===== config.mk =====
export PLATFORM = sky130hd
export DESIGN_NAME = dmx_route_top
export DESIGN_NICKNAME = d
export VERILOG_FILES = /design/src/rtl/dmx_pkg.sv /design/src/rtl/dmx_cfg_regs.sv /design/src/rtl/dmx_chan.sv /design/src/rtl/dmx_route_top.sv
export SDC_FILE = /design/constraint.sdc
export NUM_CORES = 1
export LEC_CHECK = 0
export BUFFER_PORTS_ARGS = -buffer_cell sky130_fd_sc_hd__buf_2
export CELL_PAD_IN_SITES_DETAIL_PLACEMENT = 0
export CELL_PAD_IN_SITES_GLOBAL_PLACEMENT = 1
export CORE_MARGIN = 5
export CORE_UTILIZATION = 45
export CTS_BUF_LIST = sky130_fd_sc_hd__clkbuf_16
export CTS_CLUSTER_DIAMETER = 80
export DETAILED_ROUTE_END_ITERATION = 6
export GPL_ROUTABILITY_DRIVEN = 0
export GPL_TIMING_DRIVEN = 0
export PLACE_DENSITY = 0.71
export SLEW_MARGIN = 10
export SYNTH_ARGS = -nofsm -noshare
export SYNTH_HDL_FRONTEND = slang
export SYNTH_SLANG_ARGS = --single-unit

===== constraint.sdc =====
create_clock -name clk -period 3.34 [get_ports clk]
set_clock_uncertainty 0.1 [all_clocks]
set_input_delay 0.668 -clock clk [delete_from_list [all_inputs] [get_ports clk]]
set_output_delay 0.668 -clock clk [all_outputs]
set_load 0.01 [all_outputs]

===== src/rtl/dmx_pkg.sv =====
package dmx_pkg;
  localparam int SEL_W   = 6;
  localparam int NUM_SRC = 1 << SEL_W;

  typedef struct packed {
    logic             en;
    logic             tmode;
    logic [SEL_W-1:0] src;
  } dmx_cfg_t;

  localparam int CFG_W = $bits(dmx_cfg_t);

  function automatic logic [NUM_SRC-1:0] always_on_mask(input int first);
    logic [NUM_SRC-1:0] m;
    for (int i = 0; i < NUM_SRC; i++) m[i] = (i >= first);
    return m;
  endfunction
endpackage


===== src/rtl/dmx_cfg_regs.sv =====
module dmx_cfg_regs
  import dmx_pkg::*;
#(
  parameter int NUM_CH   = 16,
  parameter int NUM_TRIG = 8,
  localparam int CH_W    = $clog2(NUM_CH)
) (
  input  logic                 clk,
  input  logic                 rst_n,
  input  logic                 wr_en,
  input  logic [CH_W-1:0]      wr_ch,
  input  logic [CFG_W-1:0]     wr_data,
  input  logic [CH_W-1:0]      rd_ch,
  output logic [CFG_W-1:0]     rd_data,
  output dmx_cfg_t             cfg [NUM_CH]
);
  dmx_cfg_t wr_word;
  assign wr_word = dmx_cfg_t'(wr_data);

  for (genvar c = 0; c < NUM_CH; c++) begin : g_reg
    logic sel;
    assign sel = wr_en && (wr_ch == CH_W'(c));

    always_ff @(posedge clk or negedge rst_n) begin
      if (!rst_n) begin
        cfg[c].en  <= 1'b0;
        cfg[c].src <= '0;
      end else if (sel) begin
        cfg[c].en  <= wr_word.en;
        cfg[c].src <= wr_word.src;
      end
    end

    if (c < NUM_TRIG) begin : g_tbit
      always_ff @(posedge clk or negedge rst_n) begin
        if (!rst_n)   cfg[c].tmode <= 1'b0;
        else if (sel) cfg[c].tmode <= wr_word.tmode;
      end
    end else begin : g_notbit
      assign cfg[c].tmode = 1'b0;
    end
  end

  assign rd_data = cfg[rd_ch];
endmodule


===== src/rtl/dmx_chan.sv =====
module dmx_chan
  import dmx_pkg::*;
#(
  parameter bit HAS_TRIG    = 1'b1,
  parameter int ALWAYS_FIRST = 58
) (
  input  logic               clk,
  input  logic               rst_n,
  input  dmx_cfg_t           cfg,
  input  logic [NUM_SRC-1:0] eff_req,
  input  logic [NUM_SRC-1:0] legal,
  input  logic               trig,
  output logic               out
);
  logic hit, gate_on, armed_q, armed_d;

  assign hit     = cfg.en && legal[cfg.src] && eff_req[cfg.src];
  assign gate_on = HAS_TRIG && cfg.en && cfg.tmode;
  assign out     = gate_on ? (hit && armed_q) : hit;

  always_comb begin
    if (!gate_on)     armed_d = 1'b0;
    else if (out)     armed_d = trig;
    else              armed_d = armed_q || trig;
  end

  always_ff @(posedge clk or negedge rst_n) begin
    if (!rst_n) armed_q <= 1'b0;
    else        armed_q <= armed_d;
  end

  AST_ILLEGAL_QUIET: assert property (@(posedge clk) disable iff (!rst_n)
    !legal[cfg.src] |-> !out);
  AST_ALWAYS_ON: assert property (@(posedge clk) disable iff (!rst_n)
    (cfg.en && !gate_on && (int'(cfg.src) >= ALWAYS_FIRST)) |-> out);
  AST_EN_LOW_QUIET: assert property (@(posedge clk) disable iff (!rst_n)
    !cfg.en |-> !out);
  AST_ONE_SHOT: assert property (@(posedge clk) disable iff (!rst_n)
    (out && gate_on && !trig) |=> !(out && gate_on));
  AST_ARM_FROM_TICK: assert property (@(posedge clk) disable iff (!rst_n)
    $rose(armed_q) |-> $past(trig));
  AST_DISCARD_TICKS: assert property (@(posedge clk) disable iff (!rst_n)
    !gate_on |=> !armed_q);
endmodule


===== src/rtl/dmx_route_top.sv =====
module dmx_route_top
  import dmx_pkg::*;
#(
  parameter int NUM_CH       = 16,
  parameter int NUM_TRIG     = 8,
  parameter int ALWAYS_FIRST = 58,
  parameter logic [63:0] RSVD_MASK = 64'h03FC_0000_0000_0000,
  localparam int CH_W        = $clog2(NUM_CH)
) (
  input  logic                 clk,
  input  logic                 rst_n,
  input  logic                 cfg_wr_en,
  input  logic [CH_W-1:0]      cfg_wr_ch,
  input  logic [CFG_W-1:0]     cfg_wr_data,
  input  logic [CH_W-1:0]      cfg_rd_ch,
  output logic [CFG_W-1:0]     cfg_rd_data,
  input  logic [NUM_SRC-1:0]   src_req,
  input  logic [NUM_TRIG-1:0]  tick_in,
  output logic [NUM_CH-1:0]    dma_req
);
  localparam logic [NUM_SRC-1:0] ALWAYS_MASK = always_on_mask(ALWAYS_FIRST);
  localparam logic [NUM_SRC-1:0] LEGAL_MASK  =
    ~NUM_SRC'(RSVD_MASK) & ~NUM_SRC'(1);

  dmx_cfg_t           cfg [NUM_CH];
  logic [NUM_SRC-1:0] eff_req;

  assign eff_req = src_req | ALWAYS_MASK;

  dmx_cfg_regs #(.NUM_CH(NUM_CH), .NUM_TRIG(NUM_TRIG)) u_regs (
    .clk     (clk),
    .rst_n   (rst_n),
    .wr_en   (cfg_wr_en),
    .wr_ch   (cfg_wr_ch),
    .wr_data (cfg_wr_data),
    .rd_ch   (cfg_rd_ch),
    .rd_data (cfg_rd_data),
    .cfg     (cfg)
  );

  for (genvar c = 0; c < NUM_CH; c++) begin : g_ch
    logic tk;
    if (c < NUM_TRIG) begin : g_tk
      assign tk = tick_in[c];
    end else begin : g_notk
      assign tk = 1'b0;
    end

    dmx_chan #(.HAS_TRIG(c < NUM_TRIG), .ALWAYS_FIRST(ALWAYS_FIRST)) u_ch (
      .clk     (clk),
      .rst_n   (rst_n),
      .cfg     (cfg[c]),
      .eff_req (eff_req),
      .legal   (LEGAL_MASK),
      .trig    (tk),
      .out     (dma_req[c])
    );
  end
endmodule


==> flow_summary.json <==
{
  "status": "complete, but fails checks",
  "violations": "setup timing",
  "wl_met1_um": 20900,
  "ir_drop_v": 0.000431,
  "wl_met2_um": 25600,
  "setup_viol": 13,
  "synthArstFlopShare": 1.00,
  "grt_pass1_wl_um": 88500,
  "drive_gt1_frac": 0.607,
  "grt_max_degree": 80,
  "cap_violations": 0,
  "syn-num-nets": 1181,
  "synth_edf_count": 0,
  "clkLatencyLatePin_ns": 0.46,
  "timing.final.crit_period_ns": 3.43,
  "mostFrequentLayoutCells": "mux4_2 (254), mux2_2 (135), dfrtp_1 (117)",
  "syn_inst": 1090,
  "syn_to_final_growth_pct": 23.9,
  "nets": 1338,
  "startpoint_type": "register",
  "tightest_slew_ns": 1.31,
  "rsz0062_at_grt": "yes",
  "drc": 0,
  "critPathLaunch": "u_regs.cfg[80]$_DFFE_PN0P_",
  "cts.clk_slew.worst_paths_ns": 0.06,
  "routed_via_density": 7.79,
  "reg2reg_from": "u_regs.cfg[80]$_DFFE_PN0P_",
  "groute.usage.overall": 0.362,
  "post-place-ws_ns": -0.767,
  "vias": 12900,
  "power_density_mw_per_mm2": 590,
  "wl_per_cell_um": 37.6,
  "cts.sinks": 128,
  "dp_hpwl_um": 42100,
  "timing.slew.headroom": 0.120,
  "drtIter0Drc": 2064,
  "io_buffers": 105,
  "placementRows": 64,
  "cts_tree": "yes",
  "netlist_area_mm2": 0.0140,
  "final_hold_viol_count": 0,
  "hold_path_class": "in2async",
  "drv_slew": 0,
  "clock.fmax_mhz": 291,
  "final.period_utilization": 1.03,
  "grt_antenna_before_repair": 3,
  "postRouteAntennaNets": 0,
  "boundaryPins": 115,
  "ys_seq_area_frac": 0.230,
  "path_class": "reg2out",
  "r2r_slack_ns": 0.93,
  "ctsLongestPathBuffers": 2,
  "required_ns": 2.57,
  "wl_met3_um": 10000,
  "placedCellCount": 1592,
  "wirelength_um": 62300,
  "yosysUniqueCellTypes": 58,
  "cp_data_arrival_time_ns": 2.67,
  "synth_ff_type": "dfrtp_1",
  "leakage_nw": 6.56,
  "cts_hold_buf": 0,
  "synth_area_per_cell_um2": 12.8,
  "grt_pass1_vias": 12500,
  "whs_ns": 0.0604,
  "yosysWarnings": 0,
  "layoutNonFillerInstCount": 1657,
  "htree_levels": 4,
  "ctsRootBufferMaster": "clkbuf_16",
  "ys_seq_elements": 128,
  "die_w_um": 186,
  "final_common_cell": "mux4_2",
  "first_pass_iters": 7,
  "overflow": 0,
  "coreArea_mm2": 0.0306,
  "setup_ws_ns": -0.0940,
  "dieArea_mm2": 0.0346,
  "die_h_um": 186,
  "cts_buffers": 17,
  "critPathCaptureType": "output pin",
  "critical_path_peak_fanout": 5,
  "start_util": 0.456,
  "top_layer": "met5"
}
==> final cells by class <==
cell class	count	area (um2)
timing repair buffer	166	1280
multi-input combinational	766	10100
clock buffer	17	425
buffer	154	1580
tap	396	495
inverter	14	52.6
fill	2533	13300
sequential	128	3220
clock inverter	15	96.3
antenna	1	2.50
==> where the power goes <==
group | internal, mW | switching [mW]
logic | 3.27 | 2.76
registers | 1.90 | 0.502
clock network | 0.939 | 0.813
total | 6.12 | 4.08
==> routing by layer <==
layer / up-vias / global-route usage
li1: 4773 / -
met1: 6387 / 0.457
met2: 1352 / 0.506
met3: 395 / 0.164
met4: 2 / 0.228
met5: - / 0.0110
==> per-stage QoR <==
| stage | utilization | power (mW) | TNS, ns | area, um2 |
|---|---|---|---|---|
| after floorplan | - | 5.93 | 0 | 14000 |
| after global placement | 0.490 | 7.27 | -69.88 | 15000 |
| after detailed placement | 0.491 | 7.35 | -11.14 | 15000 |
| after CTS | 0.554 | 9.78 | -0.380 | 16900 |
| after global routing | 0.565 | 10.6 | -1.51 | 17300 |
| final | 0.565 | 10.2 | -0.614 | 17300 |
==> cells in the mapped netlist, types with 6 or more instances <==
library cell  count  area (um2)
nor3_1           11        55.1
or3_1            11        68.8
a221oi_1          6        52.6
mux4_1           16         420
dfrtp_1         128        3200
nor2_1           45         169
buf_1            14        52.6
mux2_2          137        1540
buf_2            31         155
a211oi_1         10        75.1
a31oi_1          12        75.1
buf_6             6        67.6
nand3_1          26         130
o211ai_1          9        67.6
buf_4            20         150
a21oi_1          24         120
o221ai_1          7        61.3
mux4_2          246        5540
clkbuf_1        111         417
nand2b_1         17         106
mux2i_1          47         470
inv_1            14        52.6
o21ai_0          26         130
nor4_1            7        43.8
nand2_1          34         128
==> flip-flops by register name, summed over array words and instances (netlist names) <==
name               flops
g_ch.u_ch.armed_q      8
u_regs.cfg           120
==> critical path: stages, from the launching register on <==
cell	delay (ns)
dfrtp_1	0.41
buf_6	0.17
mux4_2	0.50
mux4_2	0.53
or3_4	0.35
nand3_2	0.06
a31oi_1	0.05
buf_6	0.14
==> worst paths after layout <==
kind	to	cells after the start
hold reg to reg	g_ch[2].u_ch.armed_q$_DFF_PN0_	2
max in group asynchronous	u_regs.cfg[26]$_DFFE_PN0P_	2
min in group clk	g_ch[1].u_ch.armed_q$_DFF_PN0_	3
setup reg to reg	g_ch[5].u_ch.armed_q$_DFF_PN0_	7
setup / recovery	dma_req[5]	7
hold / removal	u_regs.cfg[83]$_DFFE_PN0P_	1
==> kinds of logic (layout without fill, tap and decap cells) <==
kind of cell / Yosys count / in the layout / share of synthesized area
mux: 446 / 446 / 0.571
buf+inv: 196 / 366 / 0.0641
other cells: 0 / 1 / 0
xor+xnor: 1 / 1 / 0.000628
flops: 128 / 128 / 0.230
simple gates: 188 / 188 / 0.0706
compound gates: 131 / 131 / 0.0637
==> repair_timing <==
action                     4_1_cts  5_1_grt
gates resized for setup        336       63
pin swaps                       30       24
cloned                           2        1
setup buffers                   41       16
setup endpoints to repair       24       22
Note: power is estimated with default switching activity, not from simulation.
